### src/rtl/lvr_pkg.sv
package lvr_pkg;
  localparam int unsigned SYNC_DEPTH = 2;

  function automatic int unsigned cnt_width(input int unsigned max_val);
    return (max_val < 2) ? 1 : $clog2(max_val + 1);
  endfunction
endpackage

### src/rtl/lvr_sync.sv
module lvr_sync #(
  parameter int unsigned STAGES  = 2,
  parameter bit          RST_VAL = 1'b0
) (
  input  logic clk,
  input  logic rst,
  input  logic d,
  output logic q
);
  logic [STAGES-1:0] chain;

  always_ff @(posedge clk) begin
    if (rst) chain <= {STAGES{RST_VAL}};
    else     chain <= {chain[STAGES-2:0], d};
  end

  assign q = chain[STAGES-1];
endmodule

### src/rtl/lvr_qualifier.sv
module lvr_qualifier #(
  parameter int unsigned QUAL_TICKS = 1000
) (
  input  logic clk,
  input  logic rst,
  input  logic lv_s,
  input  logic tick,
  output logic lv_rst
);
  localparam int unsigned CW = lvr_pkg::cnt_width(QUAL_TICKS);
  localparam logic [CW-1:0] LIMIT = CW'(QUAL_TICKS);

  logic [CW-1:0] cnt;

  always_ff @(posedge clk) begin
    if (rst || !lv_s)              cnt <= '0;
    else if (tick && cnt != LIMIT) cnt <= cnt + 1'b1;
  end

  always_ff @(posedge clk) begin
    if (rst) lv_rst <= 1'b0;
    else     lv_rst <= lv_s && (cnt == LIMIT);
  end

  // a dropped flag always clears the qualified request next cycle
  a_r5_drop_clears: assert property (@(posedge clk) disable iff (rst)
    !lv_s |=> !lv_rst);
  // a qualified request only exists once the full tick count was seen
  a_r4_full_count: assert property (@(posedge clk) disable iff (rst)
    lv_rst |-> $past(cnt) == LIMIT);
  a_r3_no_overflow: assert property (@(posedge clk) disable iff (rst)
    cnt <= LIMIT);
endmodule

### src/rtl/lvr_settle.sv
module lvr_settle #(
  parameter int unsigned SETTLE_CYCLES = 1024
) (
  input  logic clk,
  input  logic rst,
  input  logic req,
  output logic chip_rst,
  output logic running
);
  localparam int unsigned CW = lvr_pkg::cnt_width(SETTLE_CYCLES);
  localparam logic [CW-1:0] LIMIT = CW'(SETTLE_CYCLES);

  logic [CW-1:0] cnt;
  logic          done;

  assign done = (cnt == LIMIT);

  always_ff @(posedge clk) begin
    if (rst || req) cnt <= '0;
    else if (!done) cnt <= cnt + 1'b1;
  end

  always_ff @(posedge clk) begin
    if (rst || req) begin
      running  <= 1'b0;
      chip_rst <= 1'b1;
    end else begin
      running  <= done;
      chip_rst <= !done;
    end
  end

  // any request stops normal operation on the next edge
  a_r7_req_holds: assert property (@(posedge clk) disable iff (rst)
    req |=> !running);
  // release only after the full settling window
  a_r6_full_window: assert property (@(posedge clk) disable iff (rst)
    $rose(running) |-> $past(cnt) == LIMIT);
  a_r6_no_overflow: assert property (@(posedge clk) disable iff (rst)
    cnt <= LIMIT);
endmodule

### src/rtl/lvr_reset_seq.sv
module lvr_reset_seq #(
  parameter int unsigned QUAL_TICKS    = 1000,
  parameter int unsigned SETTLE_CYCLES = 1024
) (
  input  logic clk,
  input  logic por_rst,
  input  logic ext_rst_n,
  input  logic lv_flag,
  input  logic ref_tick,
  output logic chip_rst,
  output logic running
);
  logic ext_n_s;
  logic lv_s;
  logic lv_rst;
  logic req;

  lvr_sync #(.STAGES(lvr_pkg::SYNC_DEPTH), .RST_VAL(1'b0)) u_ext_sync (
    .clk(clk), .rst(por_rst), .d(ext_rst_n), .q(ext_n_s)
  );

  lvr_sync #(.STAGES(lvr_pkg::SYNC_DEPTH), .RST_VAL(1'b0)) u_lv_sync (
    .clk(clk), .rst(por_rst), .d(lv_flag), .q(lv_s)
  );

  lvr_qualifier #(.QUAL_TICKS(QUAL_TICKS)) u_qual (
    .clk(clk), .rst(por_rst), .lv_s(lv_s), .tick(ref_tick), .lv_rst(lv_rst)
  );

  assign req = !ext_n_s || lv_rst;

  lvr_settle #(.SETTLE_CYCLES(SETTLE_CYCLES)) u_settle (
    .clk(clk), .rst(por_rst), .req(req), .chip_rst(chip_rst), .running(running)
  );

  // the two outputs never agree
  a_r8_complement: assert property (@(posedge clk) disable iff (por_rst)
    chip_rst != running);
  // a synchronized external request forces reset
  a_r2_ext_forces: assert property (@(posedge clk) disable iff (por_rst)
    !ext_n_s |=> chip_rst);
  // power-on reset holds the chip in reset
  a_r1_por_state: assert property (@(posedge clk)
    $past(por_rst) |-> (chip_rst && !running));
endmodule

### config.mk
export PLATFORM = sky130hd
export DESIGN_NAME = lvr_reset_seq
export DESIGN_NICKNAME = d
export VERILOG_FILES = /design/src/rtl/lvr_pkg.sv /design/src/rtl/lvr_sync.sv /design/src/rtl/lvr_qualifier.sv /design/src/rtl/lvr_settle.sv /design/src/rtl/lvr_reset_seq.sv
export SDC_FILE = /design/constraint.sdc
export NUM_CORES = 1
export LEC_CHECK = 0
export BUFFER_PORTS_ARGS = -buffer_cell sky130_fd_sc_hd__buf_4
export CAP_MARGIN = 40
export CORE_MARGIN = 3
export CORE_UTILIZATION = 29
export CTS_CLUSTER_DIAMETER = 30
export DETAILED_ROUTE_END_ITERATION = 16
export GPL_ROUTABILITY_DRIVEN = 1
export SETUP_SLACK_MARGIN = 0.05
export SKIP_CTS_REPAIR_TIMING = 1
export SLEW_MARGIN = 20
export SYNTH_ARGS = -nofsm -noshare
export SYNTH_HDL_FRONTEND = slang
export SYNTH_SLANG_ARGS = --single-unit
### constraint.sdc
create_clock -name clk -period 1.5 [get_ports clk]
set_clock_uncertainty 0.2 [all_clocks]
set_input_delay 0.225 -clock clk [delete_from_list [all_inputs] [get_ports clk]]
set_output_delay 0.225 -clock clk [all_outputs]
set_load 0.01 [all_outputs]
==> flow_metrics.env <==
export IMPL_outcome="finished with violations"
export IMPL_violations="setup timing"
export IMPL_initial_core_util_pct=31.54
export IMPL_clockRootBuffer="sky130_fd_sc_hd__clkbuf_8"
export IMPL_dieHeight_um=73.60
export IMPL_synth_top_cells_by_area="sky130_fd_sc_hd__dfxtp_1 42%, sky130_fd_sc_hd__nand4_1 4.7%, sky130_fd_sc_hd__ha_1 3.8%"
export IMPL_critical_path_required_ps=1510
export IMPL_htree_num_levels=1
export IMPL_layout_cells_most_common_list="27 x sky130_fd_sc_hd__buf_4, 12 x sky130_fd_sc_hd__dfxtp_1, 11 x sky130_fd_sc_hd__nand2_1"
export IMPL_layout_cells_most_common="sky130_fd_sc_hd__buf_4"
export IMPL_antenna_found_initial=0
export IMPL_number_of_filler_instances_in_the_final_layout=395
export IMPL_cp_endpoint_kind="register"
export IMPL_vias=1184
export IMPL_yosysSeqAreaShare_pct=42.30
export IMPL_period_minus_slack_ps=1521
export IMPL_final_critical_path_setup_slack_ps=-20.89
export IMPL_setup_viol_count_final=5
export IMPL_groute_usage_overall_pct=10.85
export IMPL_postSynthAreaPerCell_um2=9.266
export IMPL_fmaxAchievable_mhz=657.5
export IMPL_power_static_leakage_uw=0.0006518
export IMPL_synth_cell_type_count=37
export IMPL_placedInstanceArea_um2=1649
export IMPL_clockBufferDepth=2
export IMPL_post_synth_instance_area_um2=1325
export IMPL_pin_count_of_the_biggest_net_entering_global_routing=15
export IMPL_register_area_um2=603.1
export IMPL_final_hold_viol_count=0
export IMPL_drcViolationCount=0
export IMPL_final_replace_weighted_congestion=0.8344
export IMPL_core_um2=4202
export IMPL_worstHoldPathType="in -> reg"
export IMPL_synth_seq_cells=28
export IMPL_multi_input_comb_area_um2=870.8
export IMPL_synth_fp_nets=152
export IMPL_critical_path_max_fanout=5
export IMPL_post_drt_via_cell_ratio=5.333
export IMPL_critPathLaunchType="register"
export IMPL_die_area_um2=5416
export IMPL_layout_area_overhead_vs_synth_pct=39.00
export IMPL_max_cap_violations=0
export IMPL_antenna_violating_nets_post_route=0
export IMPL_p_per_area_nw_per_um2=656.2
export IMPL_relSlewSlack_pct=80.48
export IMPL_slew_violations=0
export IMPL_place_hpwl_um=2107
export IMPL_drt_pass1_iterations=4
export IMPL_vdd_ir_drop_worst_uv=370.9
export IMPL_finalWirelength_um=2998
export IMPL_yosysTopAreaCell="sky130_fd_sc_hd__dfxtp_1"
export IMPL_tritoncts_clock_tree="built"
export IMPL_layout_worst_path_cycle_share_pct=101.4
export IMPL_regToRegSetupSlack_ps=-20
export IMPL_clock_transition_at_the_registers_of_the_reported_paths_ps=100
export IMPL_grt_setup_unrepaired="yes"
export IMPL_critPathKind="reg -> reg"
export IMPL_drive_gt1_share_pct=45.93
export IMPL_synth_top_cell_area_share_pct=42.30
export IMPL_cts_num_sinks=28
export IMPL_grt_ovfl_total=0
export IMPL_worst_ep_arrival_time_ps=1530
export IMPL_synth_yosys_warnings=0
export IMPL_layout_nets=183
export IMPL_power_uw=1208
export IMPL_grt_pass1_vias=1135
export IMPL_antennaDiodeCount=0
export IMPL_worst_slew_pin_transition_ps=290.3
export IMPL_grt_pass1_wl_um=4685
export IMPL_place_port_buffers=6
export IMPL_synth_top_flop_cell="sky130_fd_sc_hd__dfxtp_1"
export IMPL_number_of_top_level_pins=7
export IMPL_netlist_instances=143
export IMPL_chipWidth_um=73.60
export IMPL_drt_wirelength_per_cell_um=13.50
export IMPL_postSynth_asyncResetShare_pct=0
export IMPL_fin_area_um2=1842
export IMPL_initialDrtViolationCount=38
export IMPL_rows=23
export IMPL_synth_edff_count=0
export IMPL_cts_made_buffers=3
export IMPL_clk_latency_ps=270
## Yosys cell counts, drive strengths merged, types with 3 or more instances
master,count
a21oi,9
a31o,3
and2b,5
and4,3
dfxtp,28
ha,4
inv,11
mux2i,5
nand2,12
nand2b,4
nand3,6
nand4,10
nor2,6
o31ai,4
or4,4
xor2,3
## cell families after synthesis
kind of cell,Yosys count,synth area share (%)
AO/OA/AOI/OAI,27,14.17
flip-flops,28,42.30
AND/OR/NAND/NOR,61,28.71
buffers and inverters,14,4.626
adder cells (fa/ha/maj),4,3.777
multiplexers,5,3.777
XOR/XNOR,4,2.644
## per-stage QoR
| stage | setup TNS (ps) | setup slack (ps) | utilization [%] | instances | hold slack [ps] |
|---|---|---|---|---|---|
| CTS | -470.7 | -95.80 | 40.23 | 218 | -51.45 |
| global route | -386.1 | -76.66 | 43.84 | 222 | 72.49 |
| global placement | -71.20 | -30.94 | 39.25 | 215 | 220.8 |
| floorplan | 0 | 10.64 | - | 143 | 150.2 |
| detailed placement | -244.3 | -73.86 | 39.25 | 215 | 230.6 |
| finish | -57.62 | -20.89 | 43.84 | 222 | 63.45 |
## cell type report
type                            count  share of cell area [%]
Timing Repair Buffer               29                   12.09
Sequential cell                    28                   32.74
Tap cell                           50                   3.397
Clock buffer                        3                   2.242
Inverter                           11                   2.242
Multi-Input combinational cell    101                   47.28
## state kept, by name, summed over array words and instances (netlist names)
name               flops
u_lv_sync.chain        2
u_settle.cnt          11
u_qual.cnt            10
u_settle.running       1
u_settle.chip_rst      1
u_qual.lv_rst          1
u_ext_sync.chain       2
## routing by layer
layer / vias to the layer above / GRT usage, % / wire, um
met5: - / 0 / 0
met4: 0 / 3.823 / 43
met3: 6 / 3.146 / 57
met2: 8 / 19.29 / 1618
met1: 584 / 12.21 / 1279
li1: 586 / - / -
## worst paths after layout
path                            start                   to  depth (start not counted)
setup / recovery      u_settle.cnt[0]      u_settle.cnt[8]                          4
setup reg to reg      u_settle.cnt[0]      u_settle.cnt[8]                          4
hold reg to reg   u_ext_sync.chain[0]  u_ext_sync.chain[1]                          1
hold / removal                por_rst      u_settle.cnt[5]                          3
## worst max-delay path, cell delays in order, from the launching register on
cell	delay (ps)
sky130_fd_sc_hd__dfxtp_4	380
sky130_fd_sc_hd__ha_4	150
sky130_fd_sc_hd__nand3_4	90
sky130_fd_sc_hd__or4_4	490
sky130_fd_sc_hd__a21oi_2	140
## power by group
part | internal, uW | switching [uW] | total [uW]
Combinational | 34.6 | 26.8 | 61.4
Clock | 180 | 230 | 410
Sequential | 733 | 3.63 | 737
Total | 948 | 260 | 1210
Note: power is estimated with default switching activity, not from simulation.
